--- config.mk ---
export PLATFORM = sky130hd
export DESIGN_NAME = i2c_regfile_target
export DESIGN_NICKNAME = d
export VERILOG_FILES = /design/src/rtl/i2cr_pkg.sv /design/src/rtl/i2cr_line_sync.sv /design/src/rtl/i2cr_regbank.sv /design/src/rtl/i2cr_engine.sv /design/src/rtl/i2c_regfile_target.sv
export SDC_FILE = /design/constraint.sdc
export NUM_CORES = 1
export LEC_CHECK = 0
export BUFFER_PORTS_ARGS = -buffer_cell sky130_fd_sc_hd__buf_2
export CAP_MARGIN = 10
export CELL_PAD_IN_SITES_DETAIL_PLACEMENT = 1
export CELL_PAD_IN_SITES_GLOBAL_PLACEMENT = 1
export CORE_UTILIZATION = 51
export CTS_CLUSTER_DIAMETER = 40
export DETAILED_ROUTE_END_ITERATION = 6
export PLACE_DENSITY = 0.82
export SYNTH_ARGS = -nofsm -noshare
export SYNTH_HDL_FRONTEND = slang
export SYNTH_SLANG_ARGS = --single-unit
--- constraint.sdc ---
create_clock -name clk -period 2.9 [get_ports clk]
set_input_delay 0.29 -clock clk [delete_from_list [all_inputs] [get_ports clk]]
set_output_delay 0.29 -clock clk [all_outputs]
set_load 0.005 [all_outputs]
--- src/rtl/i2cr_pkg.sv ---
`timescale 1ns/1ps
// Shared types for the I2C target register file.
// Assumes: nothing beyond IEEE 1800-2017.
package i2cr_pkg;

    // Protocol engine state; ST_ACK covers every ninth clock the target drives.
    typedef enum logic [2:0] {
        ST_IDLE,
        ST_ADDR,
        ST_WADDR,
        ST_WDATA,
        ST_ACK,
        ST_RDATA,
        ST_RACK,
        ST_IGNORE
    } eng_state_t;

endpackage

--- src/rtl/i2cr_line_sync.sv ---
`timescale 1ns/1ps
// Synchronizes SCL and SDA into the system clock and derives the bus events.
// Assumes: SCL/SDA are slow against clk, so each edge lasts at least one cycle.
module i2cr_line_sync #(
    parameter int STAGES = 2
) (
    input  logic clk,
    input  logic rst_n,
    input  logic scl_i,
    input  logic sda_i,
    output logic scl_s,
    output logic sda_s,
    output logic scl_rise,
    output logic scl_fall,
    output logic start_evt,
    output logic stop_evt
);
    logic [STAGES-1:0] scl_q;
    logic [STAGES-1:0] sda_q;
    logic              scl_d;
    logic              sda_d;

    // Synchronizer chains plus one delayed copy; idle bus reads high.
    always_ff @(posedge clk) begin
        if (!rst_n) begin
            scl_q <= '1;
            sda_q <= '1;
            scl_d <= 1'b1;
            sda_d <= 1'b1;
        end else begin
            scl_q <= {scl_q[STAGES-2:0], scl_i};
            sda_q <= {sda_q[STAGES-2:0], sda_i};
            scl_d <= scl_q[STAGES-1];
            sda_d <= sda_q[STAGES-1];
        end
    end

    // Edge and condition decode on the synchronized levels.
    always_comb begin
        scl_s     = scl_q[STAGES-1];
        sda_s     = sda_q[STAGES-1];
        scl_rise  = scl_s & ~scl_d;
        scl_fall  = ~scl_s & scl_d;
        start_evt = scl_s & scl_d & sda_d & ~sda_s;
        stop_evt  = scl_s & scl_d & ~sda_d & sda_s;
    end

    AST_EVT_EXCL: assert property (@(posedge clk) disable iff (!rst_n)
        $onehot0({start_evt, stop_evt, scl_rise, scl_fall}));

endmodule

--- src/rtl/i2cr_regbank.sv ---
`timescale 1ns/1ps
// Byte register file with one synchronous write port and one combinational read.
// Assumes: addresses at or beyond REG_COUNT read as zero and are never written.
module i2cr_regbank #(
    parameter int REG_COUNT = 20,
    parameter int AW        = 8
) (
    input  logic          clk,
    input  logic          rst_n,
    input  logic          wr_en,
    input  logic [AW-1:0] addr,
    input  logic [7:0]    wr_data,
    output logic [7:0]    rd_data
);
    logic [7:0] regs [REG_COUNT];

    for (genvar g = 0; g < REG_COUNT; g++) begin : g_reg
        // One byte register; cleared by reset, loaded when addressed.
        always_ff @(posedge clk) begin
            if (!rst_n)
                regs[g] <= 8'h00;
            else if (wr_en && addr == AW'(g))
                regs[g] <= wr_data;
        end
    end

    // Read mux; any address without a register returns zero.
    always_comb begin
        rd_data = 8'h00;
        for (int i = 0; i < REG_COUNT; i++)
            if (addr == AW'(i)) rd_data = regs[i];
    end

    AST_WR_RANGE: assert property (@(posedge clk) disable iff (!rst_n)
        wr_en |-> (addr < AW'(REG_COUNT)));

endmodule

--- src/rtl/i2cr_engine.sv ---
`timescale 1ns/1ps
// Byte-level I2C target protocol: address match, pointer, write and read flows.
// Assumes: synchronized bus levels and single-cycle event strobes from the
// line synchronizer; drives SDA only through pull_o and only while SCL is low.
module i2cr_engine
    import i2cr_pkg::*;
#(
    parameter logic [6:0] DEV_ADDR  = 7'b1101000,
    parameter int         REG_COUNT = 20,
    parameter int         AW        = 8
) (
    input  logic          clk,
    input  logic          rst_n,
    input  logic          scl_s,
    input  logic          sda_s,
    input  logic          scl_rise,
    input  logic          scl_fall,
    input  logic          start_evt,
    input  logic          stop_evt,
    input  logic [7:0]    rd_data,
    output logic          wr_en,
    output logic [AW-1:0] ptr_o,
    output logic [7:0]    wr_data,
    output logic          pull_o
);
    localparam logic [AW-1:0] LAST = AW'(REG_COUNT - 1);

    eng_state_t    state, nxt_state;
    logic [3:0]    cnt;
    logic [7:0]    shreg;
    logic [AW-1:0] ptr, ptr_next;
    logic          mack;
    logic          byte_end;

    // Pointer step with wrap; anything at or past the last register goes to 0.
    always_comb begin
        ptr_next = (ptr >= LAST) ? '0 : ptr + 1'b1;
        byte_end = scl_fall && (cnt == 4'd8) && !start_evt && !stop_evt;
        wr_en    = (state == ST_WDATA) && byte_end && (ptr <= LAST);
        ptr_o    = ptr;
        wr_data  = shreg;
    end

    // Protocol state machine, bit counter, shifter, pointer and pull-low.
    always_ff @(posedge clk) begin
        if (!rst_n) begin
            state     <= ST_IDLE;
            nxt_state <= ST_IDLE;
            cnt       <= '0;
            shreg     <= '0;
            ptr       <= '0;
            mack      <= 1'b0;
            pull_o    <= 1'b0;
        end else if (start_evt) begin
            state  <= ST_ADDR;
            cnt    <= '0;
            pull_o <= 1'b0;
        end else if (stop_evt) begin
            state  <= ST_IDLE;
            cnt    <= '0;
            pull_o <= 1'b0;
        end else begin
            case (state)
                ST_ADDR, ST_WADDR, ST_WDATA: begin
                    if (scl_rise) begin
                        shreg <= {shreg[6:0], sda_s};
                        cnt   <= cnt + 1'b1;
                    end else if (byte_end) begin
                        if (state == ST_ADDR) begin
                            if (shreg[7:1] == DEV_ADDR) begin
                                nxt_state <= shreg[0] ? ST_RDATA : ST_WADDR;
                                pull_o    <= 1'b1;
                                state     <= ST_ACK;
                            end else begin
                                state <= ST_IGNORE;
                            end
                        end else begin
                            if (state == ST_WADDR) ptr <= shreg;
                            else                   ptr <= ptr_next;
                            nxt_state <= ST_WDATA;
                            pull_o    <= 1'b1;
                            state     <= ST_ACK;
                        end
                    end
                end
                ST_ACK: begin
                    if (scl_fall) begin
                        cnt <= '0;
                        if (nxt_state == ST_RDATA) begin
                            shreg  <= rd_data;
                            pull_o <= ~rd_data[7];
                            ptr    <= ptr_next;
                        end else begin
                            pull_o <= 1'b0;
                        end
                        state <= nxt_state;
                    end
                end
                ST_RDATA: begin
                    if (scl_rise) begin
                        cnt <= cnt + 1'b1;
                    end else if (scl_fall) begin
                        if (cnt == 4'd8) begin
                            pull_o <= 1'b0;
                            state  <= ST_RACK;
                        end else begin
                            pull_o <= ~shreg[6];
                            shreg  <= {shreg[6:0], 1'b0};
                        end
                    end
                end
                ST_RACK: begin
                    if (scl_rise) begin
                        mack <= ~sda_s;
                    end else if (scl_fall) begin
                        cnt <= '0;
                        if (mack) begin
                            shreg  <= rd_data;
                            pull_o <= ~rd_data[7];
                            ptr    <= ptr_next;
                            state  <= ST_RDATA;
                        end else begin
                            state <= ST_IGNORE;
                        end
                    end
                end
                default: ; // ST_IDLE and ST_IGNORE wait for START or STOP
            endcase
        end
    end

    AST_FOREIGN_SILENT: assert property (@(posedge clk) disable iff (!rst_n)
        (state == ST_ADDR && byte_end && shreg[7:1] != DEV_ADDR)
            |=> (!pull_o && state == ST_IGNORE));
    AST_PULL_SCL_LOW: assert property (@(posedge clk) disable iff (!rst_n)
        (pull_o != $past(pull_o))
            |-> (!$past(scl_s) || $past(start_evt) || $past(stop_evt)));
    AST_ACK_HELD: assert property (@(posedge clk) disable iff (!rst_n)
        (state == ST_ACK && pull_o && !scl_fall && !start_evt && !stop_evt)
            |=> pull_o);
    AST_READ_WRAP: assert property (@(posedge clk) disable iff (!rst_n)
        (state == ST_RACK && scl_fall && mack && ptr >= LAST
            && !start_evt && !stop_evt) |=> (ptr == '0));
    AST_START_ABORT: assert property (@(posedge clk) disable iff (!rst_n)
        start_evt |=> (state == ST_ADDR && cnt == 4'd0 && !pull_o));

endmodule

--- src/rtl/i2c_regfile_target.sv ---
`timescale 1ns/1ps
// Top of the I2C target register file: synchronizer, protocol engine, registers.
// Assumes: clk runs many times faster than SCL; SDA is open drain at the pad.
module i2c_regfile_target #(
    parameter logic [6:0] DEV_ADDR    = 7'b1101000,
    parameter int         REG_COUNT   = 20,
    parameter int         SYNC_STAGES = 2
) (
    input  logic clk,
    input  logic rst_n,
    input  logic scl_i,
    input  logic sda_i,
    output logic sda_pull_o
);
    localparam int AW = 8;

    logic          scl_s, sda_s, scl_rise, scl_fall, start_evt, stop_evt;
    logic          wr_en;
    logic [AW-1:0] ptr;
    logic [7:0]    wr_data, rd_data;

    i2cr_line_sync #(.STAGES(SYNC_STAGES)) u_sync (
        .clk       (clk),
        .rst_n     (rst_n),
        .scl_i     (scl_i),
        .sda_i     (sda_i),
        .scl_s     (scl_s),
        .sda_s     (sda_s),
        .scl_rise  (scl_rise),
        .scl_fall  (scl_fall),
        .start_evt (start_evt),
        .stop_evt  (stop_evt)
    );

    i2cr_engine #(.DEV_ADDR(DEV_ADDR), .REG_COUNT(REG_COUNT), .AW(AW)) u_engine (
        .clk       (clk),
        .rst_n     (rst_n),
        .scl_s     (scl_s),
        .sda_s     (sda_s),
        .scl_rise  (scl_rise),
        .scl_fall  (scl_fall),
        .start_evt (start_evt),
        .stop_evt  (stop_evt),
        .rd_data   (rd_data),
        .wr_en     (wr_en),
        .ptr_o     (ptr),
        .wr_data   (wr_data),
        .pull_o    (sda_pull_o)
    );

    i2cr_regbank #(.REG_COUNT(REG_COUNT), .AW(AW)) u_bank (
        .clk     (clk),
        .rst_n   (rst_n),
        .wr_en   (wr_en),
        .addr    (ptr),
        .wr_data (wr_data),
        .rd_data (rd_data)
    );

endmodule

# Word level (Yosys, flattened, before mapping)
# Memories as Yosys holds them, arrays and structs flattened.
# Cells that the tools add are included.
word_totals:
  mem_bits_rw: 160
  out_inout_bits: 1
  n_memories: 1
  register_bits: 34
  in_bits: 4
  word_cells: 305
mem_list:
  columns: ["memory", "depth", "width", "read_ports", "rd_clocked_by_memory_dff", "wr", "line", "rtl"]
  rows:
  - ["u_bank.regs", 20, 8, 20, 0, 20, "i2cr_regbank.sv:15", "logic [7:0] regs [REG_COUNT];"]
op_classes:
  n_eq_ne: 52
  bitwise: 37
  mux: 156
  reduce_logical: 43
  add_sub_neg: 2
  n_lt_le_gt_ge: 2
ops:
  columns: ["op", "count"]
  rows:
  - ["$mux W8", 59]
  - ["$mux W1", 75]
  - ["$eq A8 B4 Y1 const B", 8]
  - ["$mux W3", 11]
  - ["$eq A8 B3 Y1 const B", 4]
  - ["$eq A8 B5 Y1 const B", 4]
  - ["$pmux W8 S4", 1]
  - ["$logic_and A1 B1 Y1", 25]
  - ["$pmux W8 S3", 1]
  - ["$ne A4 B1 Y1 const B", 5]
  - ["$or A1 B1 Y1", 20]
  - ["$reduce_and A9 Y1", 2]
  - ["$eq A8 B2 Y1 const B", 2]
  - ["$ne A2 B1 Y1 const B", 8]
  - ["$ne A2 B2 Y1 const B", 7]
  - ["$eq A3 B3 Y1 const B", 4]
  - ["$mux W4", 3]
  - ["$ne A4 B2 Y1 const B", 3]
  - ["$pmux W3 S4", 1]
  - ["$pmux W4 S3", 1]
  - ["$reduce_and A12 Y1", 1]
  - ["$reduce_and A11 Y1", 1]
  - ["$not A1 Y1", 10]
  - ["$reduce_and A10 Y1", 1]
  - ["23 further kinds", 35]

# Logic depth before layout (Yosys ltp)
# Gate-level depths: netlist (run 1).
depth:
  ltp_word: 26
  depth_mapped: 12
  depth_no_buf: 8

# Modules after synthesis
# A second synthesis (run 1) with hierarchy kept.
hier_totals:
  hier_cells: 918
  hier_area_um2: 10099.7
by_module_without_submodules:
  columns: ["mod", "area_each_um2", "n_inst", "cells_each", "seq_area_each_um2"]
  rows:
  - ["i2cr_regbank", 8075.2, 1, 689, 4804.6]
  - ["i2cr_engine", 1834.3, 1, 213, 560.5]
  - ["i2cr_line_sync", 190.2, 1, 16, 120.1]

# Least setup slack after synthesis (run 1)
# No wires, ideal clock.
synth_timing:
  path_kind: "flip-flop to flip-flop"
  from: "register u_engine.ptr[0] (netlist: u_engine.ptr_o[0])"
  to: "memory u_bank.regs[14][0] (netlist: u_bank.regs[7][0]) (enable)"
  setup_slack_ns: 0.224
  n_path_buf: 3
  stages_incl_launch_ff: 8
  period_less_slack_ns: 2.676
  t_arrival_ns: 2.292
  setup_ns: 0.384
  path_cell_list: "dfxtp_1 > inv_1 > ha_1 > clkbuf_1 > clkbuf_1 > nand3_1 > clkbuf_1 > o21ai_0"
synth_lines:
  columns: ["item", "line", "rtl"]
  rows:
  - ["from (decl)", "i2cr_engine.sv:31", "logic [AW-1:0] ptr, ptr_next;"]
  - ["from (signal assigned)", "i2cr_engine.sv:78", "if (state == ST_WADDR) ptr <= shreg;"]
  - ["from (signal assigned)", "i2cr_engine.sv:79", "else ptr <= ptr_next;"]
  - ["from (signal assigned)", "i2cr_engine.sv:92", "ptr <= ptr_next;"]
  - ["to (decl)", "i2cr_regbank.sv:15", null]

# Worst setup path after layout (run 1)
layout_timing:
  from: "register u_engine.ptr[0] (netlist: u_engine.ptr_o[0])"
  to: "register u_engine.shreg[6] (netlist: u_engine.wr_data[6])"
layout_between:
  elab_chain_cells: 25
  word_cells_on_any_way: 46
layout_lines:
  columns: ["item", "line", "rtl"]
  rows:
  - ["$logic_not A8 Y1", "i2cr_regbank.sv:31", "if (addr == AW'(i)) rd_data = regs[i];"]
  - ["$mux W8 (19 in a row)", "i2cr_regbank.sv:31", null]
  - ["$mux W8 *", "i2cr_regbank.sv:31", null]
  - ["$mux W8", "i2cr_engine.sv:117", "if (mack) begin"]
  - ["$mux W8", "i2cr_engine.sv:115", "end else if (scl_fall) begin"]
  - ["$mux W8", "i2cr_engine.sv:113", "if (scl_rise) begin"]
  - ["$pmux W8 S4 *", "i2cr_engine.sv:63", "case (state)"]
  - ["to (signal assigned)", "i2cr_engine.sv:66", "shreg <= {shreg[6:0], sda_s};"]
  - ["to (signal assigned)", "i2cr_engine.sv:108", "shreg <= {shreg[6:0], 1'b0};"]
  - ["to (signal assigned)", "i2cr_engine.sv:118", "shreg <= rd_data;"]
  - ["to (decl)", "i2cr_engine.sv:30", "logic [7:0] shreg;"]
# Mark *: on every way between the ends. The rest lies on a longest branch, timed or not. The select of a mux whose other input is x is not followed.
# A chain may end at the register's enable or synchronous reset.

==> flow_summary.yaml, run 1 <==
power:
  swShare_pct: 23.5
  p_comb_share_pct: 3.1
  irDropWorstVdd_mv: 0.537
  p_total_w: 0.00575
  p_per_area_nw_per_um2: 516
  p_leak_nw: 3.85
  clkPwrFrac_pct: 41.4
  power.internal_w: 0.00439
  seq_power_share_pct: 55.5
  switching_power_w: 0.00135
layout:
  area_growth_pct: 14.0
  antenna_cells: 0
  final_common_cell: "edfxtp_1"
  layout-drive-gt1-share_pct: 15.2
  design_area_sq_um: 11100
  fin_nets: 1013
  layout_common_cells: "160 x edfxtp_1, 135 x nor2_1, 102 x buf_4"
worst_setup_path:
  r2r_setup_slack_ps: 120
  cp.required_ps: 3240
  reg2reg_depth: 10
  critical_path_class: "flop to flop"
  cp_max_fo: 10
  start_kind: "flop"
  worstPathArrival_ps: 3130
  endpoint_kind: "flop"
  crit_path_cell_trace: "inv_1 -> ha_1 -> buf_4 -> inv_1 -> buf_4 -> a2bb2oi_1 -> a22oi_1 -> o221ai_1 -> a31oi_1 -> o311ai_0"
  cp_slowest_cell: "dfxtp_1"
  crit_path_max_incr_delay_ps: 450
sta:
  drv_slew: 0
  tightest_slew_ps: 817
  hold_viol: 0
  slew_headroom_pct: 45.5
  setup_viol: 0
  finalSetupTns_ps: 0
  rsz0062_at_grt: "false"
  maxClockFrequency_mhz: 359
  min_period_over_period_pct: 96.0
  clock_skew_ps: 12.1
  fin_crit_ps: 2780
  hold_slack_ps: 15.4
  layout_setup_ws_ps: 116
route:
  detail-route-antenna-nets: 0
  drc_errors: 0
  firstDrtPassIters: 5
  via_per_inst: 6.78
  drtIter0Drc: 1032
  vias: 8469
  wire_per_inst_microns: 27.3
  wl_mm: 34.1
synth:
  synth_area_per_cell_sq_um: 10.2
  ys_seq_area_share_pct: 56.2
  synth_edf_count: 160
  synth_fp_nets: 969
  yosysWarnings: 0
  synth-seq-cells: 194
  yosysUniqueCellTypes: 75
  synth_ff_type: "edfxtp_1"
  netlist_area_sq_um: 9770
  synth_cells: 959
  synth-async-reset-ratio_pct: 0
run_status:
  outcome: "finished, final reports clean"
floorplanning:
  io_pins: 5
  die_h_microns: 140
  core_area_sq_um: 18800
  dieArea_sq_um: 19700
  fp.dieW_microns: 140
  rows: 50
  start_util_pct: 52.0
global_routing:
  grt_pass1_wl_mm: 52.5
  antenna_found_initial: 0
  grt_max_degree: 32
  overflow: 0
  grt_pass1_vias: 8515
  track_usage_pct: 36.2
clocking:
  post_cts_buffers: 0
  path_clk_slew_ps: 70
  clockRootBuffer: "clkbuf_16"
  clockBufferDepth: 2
  h-tree-depth: 4
  clock_latency_ps: 460
  tritoncts: "built"
  cts_buffers: 17
  cts_hold_buf: 0
  cts_sinks: 194
placement:
  port_buffers: 4
  gp_congestion: 0.988
  dpl_worst_slack_ps: -46.9
  hpwl_mm: 23.3
  placed_cell_area_sq_um: 10600
hold_path:
  holdPathStages: 2
  hold_path_class: "input pin to flop"
run:
  drv_cap: 0
## path summary, 6_finish.rpt
check                         start                  end
setup / recovery  u_engine.ptr_o[0]  u_engine.wr_data[6]
hold / removal                sda_i      u_sync.sda_q[0]
setup reg to reg  u_engine.ptr_o[0]  u_engine.wr_data[6]
hold reg to reg     u_sync.sda_q[0]      u_sync.sda_q[1]
## cell usage after synthesis, types with 15 or more instances
master      n  area, sq um
edfxtp_1  160         4800
nor3_1     26          130
nand2_1    59          221
nand2b_1   22          138
o21ai_0    40          200
inv_1      16         60.1
a21oi_1    43          215
clkbuf_1   65          244
o22ai_1    15         93.8
nand3_1    31          155
and2_1     70          438
and3_1     18          113
dfxtp_1    34          681
nor2_1    135          507
## cell type report
| type | instances | area (sq um) |
|---|---|---|
| tap | 234 | 293 |
| clock buffer | 17 | 425 |
| timing repair buffer | 107 | 806 |
| fill | 2021 | 7630 |
| clock inverter | 15 | 148 |
| sequential | 194 | 5490 |
| multi-input combinational | 666 | 3910 |
| inverter | 17 | 67.6 |
## power groups by stage
stage                     Clock [W]  Sequential, W  Combinational (W)
final                       0.00238        0.00319           0.000178
after global routing        0.00249        0.00320           0.000190
after CTS                   0.00239        0.00318           0.000176
after detailed placement          0        0.00324           0.000172
after global placement            0        0.00324           0.000166
after floorplan                   0        0.00321          0.0000976
## timing repair
item | in CTS | in global routing
resized for setup | 1 | 5
endpoints found under the setup margin | 1 | 84
gates cloned | 0 | 0
## state kept, by name, summed over array words and instances (netlist names), 2 cells and up
signal and flops:
u_engine.ptr_o 8, u_engine.nxt_state 3, u_engine.wr_data 8, u_engine.cnt 4, u_sync.sda_q 2, u_sync.scl_q 2
u_engine.state 3, u_bank.regs 160
## cell families (layout without fill, tap and decap cells)
kind of cell | Yosys count | in the layout | share of synthesized area, %
buf+inv | 99 | 156 | 3.97
compound gates | 231 | 231 | 16.5
fa+ha+maj | 6 | 6 | 0.769
xor+xnor | 3 | 3 | 0.269
flops | 194 | 194 | 56.2
simple gates | 426 | 426 | 22.3
## per-stage QoR
| step | util [%] | cells |
|---|---|---|
| 4_1_cts | 59.3 | 1250 |
| 3_3_place_gp | 56.2 | 1218 |
| 2_1_floorplan | - | 959 |
| 3_5_place_dp | 56.2 | 1218 |
| 5_1_grt | 59.3 | 1250 |
| 6_report | 59.3 | 1250 |
## metal layers
metal  share of wire (%)  GRT usage [%]  wire, microns  up-vias
met5                   0              0              0        -
met4                 4.0           16.5           1380        0
met3                 9.2           6.12           3160      114
met2                  46           56.4          15600      482
met1                  41           49.8          14000     4224
li1                    -              -              -     3649
## critical path: cells and delay by family, from the launching register on
kind / cells / cell delay (ps)
AOI/OAI and AO/OA: 5 / 1310
buffers and inverters: 4 / 630
DFF: 1 / 450
adders and majority gates: 1 / 280
Power figures use the tool's default switching activity.
==> run 2, diff against run 1 <==
Settings changed: ABC_AREA from default to 1, CORE_UTILIZATION 51 to 49, PLACE_DENSITY 0.82 to 0.81.
==> flow_summary.yaml, run 2 <==
clocking:
  clockRootBuffer: "clkbuf_16"
  cts_hold_buf: 0
  tritoncts: "built"
  clock_latency_ps: 450
  path_clk_slew_ps: 70
  h-tree-depth: 4
  clockBufferDepth: 2
  cts_sinks: 194
  cts_buffers: 17
floorplanning:
  io_pins: 5
  die_h_microns: 140
  rows: 50
  start_util_pct: 50.0
  core_area_sq_um: 18800
  fp.dieW_microns: 140
  dieArea_sq_um: 19700
global_routing:
  grt_max_degree: 31
  grt_pass1_wl_mm: 43.8
  track_usage_pct: 29.5
  grt_pass1_vias: 8031
  antenna_found_initial: 0
  overflow: 0
synth:
  netlist_area_sq_um: 9390
  synth-async-reset-ratio_pct: 0
  netlist.area_leader.share_pct: 51.2
  synth_fp_nets: 1068
  synth_cells: 1058
  synth_edf_count: 160
  synth_top_cells_by_count: "237 x nor2_1, 197 x nand2_1, 160 x edfxtp_1, 89 x inv_1, 75 x nand3_1"
  synth_area_per_cell_sq_um: 8.87
  ys_seq_area_share_pct: 58.4
  netlist_top_cells_area: "edfxtp_1 51%, nor2_1 9.5%, nand2_1 7.9%"
  synth_top_cell_by_area: "edfxtp_1"
  yosysWarnings: 0
  synth_ff_type: "edfxtp_1"
  yosysMostFrequentCell: "nor2_1"
  synth-seq-cells: 194
  yosysUniqueCellTypes: 41
layout:
  regMostFlops: "u_bank.regs"
  antenna_cells: 0
  layout-drive-gt1-share_pct: 18.0
  fin_nets: 1133
  largest_register_ffs: 160
  area_growth_pct: 17.2
  final_common_cell: "nor2_1"
  layout_common_cells: "234 x nor2_1, 180 x nand2_1, 160 x edfxtp_1"
  post-route-util_pct: 58.6
run:
  drv_cap: 0
worst_setup_path:
  crit_path_cell_trace: "inv_1 -> buf_4 -> nor2_1 -> inv_1 -> nor3_4 -> inv_1 -> or2_2 -> nand3_1 -> nand2_1 -> nand2_1 -> nand3_1 -> nand2_1 -> nand3_2 -> nand2_2 -> nand2_2 -> nand2_1 -> nand2_1 -> nand2_2 -> nand2_1 -> nand2_1 -> a21oi_2"
  cp.required_ps: 3240
  crit_path_max_incr_delay_ps: 390
  path_common_cell: "nand2_1"
  cp_slowest_cell: "dfxtp_4"
  cp_max_fo: 11
  endpoint_kind: "flop"
  worstPathArrival_ps: 3230
  start_kind: "flop"
  critical_path_class: "flop to flop"
placement:
  dpl_worst_slack_ps: -78.1
  port_buffers: 4
  hpwl_mm: 18.6
  gp_congestion: 0.868
route:
  firstDrtPassIters: 7
  wl_mm: 30.0
  wire_per_inst_microns: 21.9
  vias: 8181
  detail-route-antenna-nets: 0
  drtIter0Drc: 696
  drc_errors: 0
  via_per_inst: 5.97
sta:
  rsz0062_at_grt: "true"
  fin_crit_ps: 2900
  hold_viol: 0
  layout_setup_ws_ps: 4.40
  maxClockFrequency_mhz: 345
  drv_slew: 0
  finalSetupTns_ps: 0
  slew_headroom_pct: 25.8
  tightest_slew_ps: 1110
  setup_viol: 0
  clock_skew_ps: 7.06
  min_period_over_period_pct: 99.8
hold_path:
  hold_path_class: "input pin to flop"
power:
  irDropWorstVdd_mv: 0.546
  p_total_w: 0.0107
  p_per_area_nw_per_um2: 973
  p_leak_nw: 4.32
run_status:
  outcome: "finished, final reports clean"
## run 2: path summary, 6_finish.rpt
kind	start	end	slack, ps	depth (start not counted)
setup / recovery	u_engine.ptr_o[3]	u_engine.wr_data[7]	4	21
hold / removal	scl_i	u_sync.scl_q[0]	30	2
setup reg to reg	u_engine.ptr_o[3]	u_engine.wr_data[7]	4	21
hold reg to reg	u_sync.scl_q[0]	u_sync.scl_q[1]	420	1
## run 2: report_power, final
| part | total (W) | internal, W | switching [W] |
|---|---|---|---|
| logic | 0.00484 | 0.00165 | 0.00319 |
| registers | 0.00340 | 0.00319 | 0.000204 |
| clock network | 0.00247 | 0.00136 | 0.00111 |
## run 2: metal layers
metal	vias up	wire length, microns	global-route usage (%)
li1	3676	-	-
met1	4147	12100	37.2
met2	281	15300	51.7
met3	77	1570	4.10
met4	0	1020	11.0
met5	-	0	0
## run 2: logic make-up after synthesis
family / Yosys count / synth area share [%]
and+or+nand+nor: 566 / 25.7
adders and majority gates: 6 / 0.800
DFF: 194 / 58.4
xor gates and xnor gates: 1 / 0.0933
buffers and inverters: 136 / 5.79
AOI/OAI and AO/OA: 155 / 9.17
## run 2: cell type report
cell class / instances / area [sq um]
clock buffer: 17 / 425
sequential: 194 / 5500
fill: 2177 / 7760
timing repair buffer: 85 / 656
inverter: 96 / 380
clock inverter: 15 / 178
multi-input combinational: 729 / 3570
tap: 234 / 293
## run 2: what timing repair did
action | CTS | global route
pin swaps | 1 | 35
resized for setup | 8 | 69
cloned | 0 | 1
buffers inserted | 2 | 19
endpoints found under the setup margin | 6 | 9
## run 2: critical path, delay by kind of cell (launching register included)
kind                   cells  cell delay [ps]
buffers and inverters      4              600
AND/OR/NAND/NOR           16             1740
flip-flops                 1              390
AO/OA/AOI/OAI              1               60
## run 2: through the flow
step / area (sq um) / instances / hold WS (ps)
after floorplan: 9390 / 1058 / 393
after global placement: 9990 / 1316 / 402
after detailed placement: 9990 / 1316 / 406
after CTS: 10600 / 1350 / 33.3
after global routing: 11000 / 1370 / 33.0
final: 11000 / 1370 / 34.8
==> run 3, diff against run 2 <==
==> constraint.sdc (replaced) <==
create_clock -name clk -period 2.9 [get_ports clk]
set_input_delay 0.58 -clock clk [delete_from_list [all_inputs] [get_ports clk]]
set_output_delay 0.58 -clock clk [all_outputs]
set_load 0.005 [all_outputs]
==> flow_summary.yaml, run 3 (same netlist as run 2, synthesis figures left out) <==
run_status:
  outcome: "finished, final reports clean"
power:
  switching_power_w: 0.00445
  p_total_w: 0.0107
  irDropWorstVdd_mv: 0.486
  p_per_area_nw_per_um2: 970
  p_leak_nw: 4.34
  seq_power_share_pct: 31.5
  clkPwrFrac_pct: 22.9
  p_comb_share_pct: 45.7
  swShare_pct: 41.6
  power.internal_w: 0.00626
clocking:
  h-tree-depth: 4
  cts_sinks: 194
  path_clk_slew_ps: 70
  clockBufferDepth: 2
  tritoncts: "built"
  clockRootBuffer: "clkbuf_16"
  clock_latency_ps: 450
  cts_buffers: 17
  cts_hold_buf: 0
worst_setup_path:
  critical_path_class: "flop to flop"
  critPathLaunch: "u_engine.ptr_o[0]"
  start_kind: "flop"
  worstPathArrival_ps: 3200
  regToRegStartpoint: "u_engine.ptr_o[0]"
  cp.required_ps: 3230
  endpoint_kind: "flop"
  reg2reg_depth: 26
  cp_max_fo: 6
  r2r_setup_slack_ps: 30
  r2r-end: "u_engine.wr_data[2]"
layout:
  post-route-util_pct: 58.8
  layout-drive-gt1-share_pct: 18.8
  largest_register_ffs: 160
  antenna_cells: 0
  regMostFlops: "u_bank.regs"
  layout_common_cells: "231 x nor2_1, 172 x nand2_1, 160 x edfxtp_1"
  final_common_cell: "nor2_1"
  area_growth_pct: 17.6
  fin_nets: 1134
  fillers: 2151
run:
  drv_cap: 0
global_routing:
  antenna_found_initial: 0
  track_usage_pct: 29.2
  grt_pass1_wl_mm: 43.1
  grt_max_degree: 25
  grt_pass1_vias: 8082
  overflow: 0
sta:
  fin_crit_ps: 2870
  hold_viol: 0
  min_period_over_period_pct: 99.0
  tightest_slew_ps: 1080
  setup_viol: 0
  maxClockFrequency_mhz: 348
  finalSetupTns_ps: 0
  clock_skew_ps: 9.64
  rsz0062_at_grt: "true"
  drv_slew: 0
  hold_slack_ps: 331
  slew_headroom_pct: 28.1
hold_path:
  whs_endpoint: "u_sync.scl_q[0]"
  worstHoldStart: "scl_i"
  holdPathStages: 2
  hold_path_class: "input pin to flop"
floorplanning:
  dieArea_sq_um: 19700
  start_util_pct: 50.0
  fp.dieW_microns: 140
  io_pins: 5
  rows: 50
  die_h_microns: 140
  core_area_sq_um: 18800
route:
  wire_per_inst_microns: 21.4
  via_per_inst: 5.91
  drc_errors: 0
  wl_mm: 29.4
  drtIter0Drc: 573
  vias: 8101
  detail-route-antenna-nets: 0
  firstDrtPassIters: 5
placement:
  gp_congestion: 0.864
  port_buffers: 4
  hpwl_mm: 18.4
## run 3: stage by stage
step | instances | instance area [sq um] | worst slack [ps]
finish | 1370 | 11000 | 29.0
global route | 1370 | 11000 | -204
CTS | 1351 | 10600 | -13.5
detailed placement | 1317 | 9990 | -56.9
global placement | 1317 | 9990 | 27.8
floorplan | 1058 | 9390 | 380
## run 3: per-layer routing
layer / vias up / routed length, microns / global-route usage, %
met1: 4091 / 11800 / 36.1
met2: 265 / 15300 / 52.1
li1: 3672 / - / -
met4: 0 / 897 / 10.2
met5: - / 0 / 0
met3: 73 / 1290 / 4.21
## run 3: worst max-delay path by stage
stage	endpoint	slack (ps)
finish	u_engine.wr_data[2]	30
global route	u_engine.wr_data[2]	-200
CTS	u_engine.wr_data[7]	-10
detailed placement	u_engine.wr_data[0]	-60
global placement	u_engine.wr_data[7]	30
floorplan	u_bank.regs[6][10]	380
## run 3: power by group through the flow
stage | logic [W] | registers, W | clock network [W]
2_1_floorplan | 0.00249 | 0.00334 | 0
3_3_place_gp | 0.00379 | 0.00337 | 0
3_5_place_dp | 0.00388 | 0.00338 | 0
4_1_cts | 0.00397 | 0.00333 | 0.00245
5_1_grt | 0.00532 | 0.00339 | 0.00255
6_report | 0.00489 | 0.00337 | 0.00245
## run 3: cell type report
cell class	count	area, sq um	share of cell area [%]
Clock buffer	19	433	3.92
Clock inverter	12	156	1.42
Inverter	96	370	3.35
Multi-Input combinational cell	728	3590	32.5
Sequential cell	194	5500	49.8
Tap cell	234	293	2.65
Timing Repair Buffer	87	698	6.32
## run 3: worst max-delay path, stage by stage, from the launching register on
cell and delay, ps:
dfxtp_4 400, inv_4 60, buf_12 120, ha_4 170, nand2_4 90, nor2_4 60
buf_6 120, nand3_1 80, nand3_1 120, o211ai_1 140, nand3_1 140, nand2_1 80
nand2_1 70, nand2_2 80, nand3_1 70, o21ai_1 100, nand2_1 80, nand2_2 70
nand3_2 70, nand2_2 80, nand3_1 60, o21ai_1 110, nand3_1 110, nand2_2 100
nand2_1 50, nand2_1 70, a21oi_2 50
## run 3: what timing repair did
action,in CTS,in global routing
pin swaps,1,45
setup endpoints to repair,6,9
buffers inserted,3,19
resized for setup,4,82
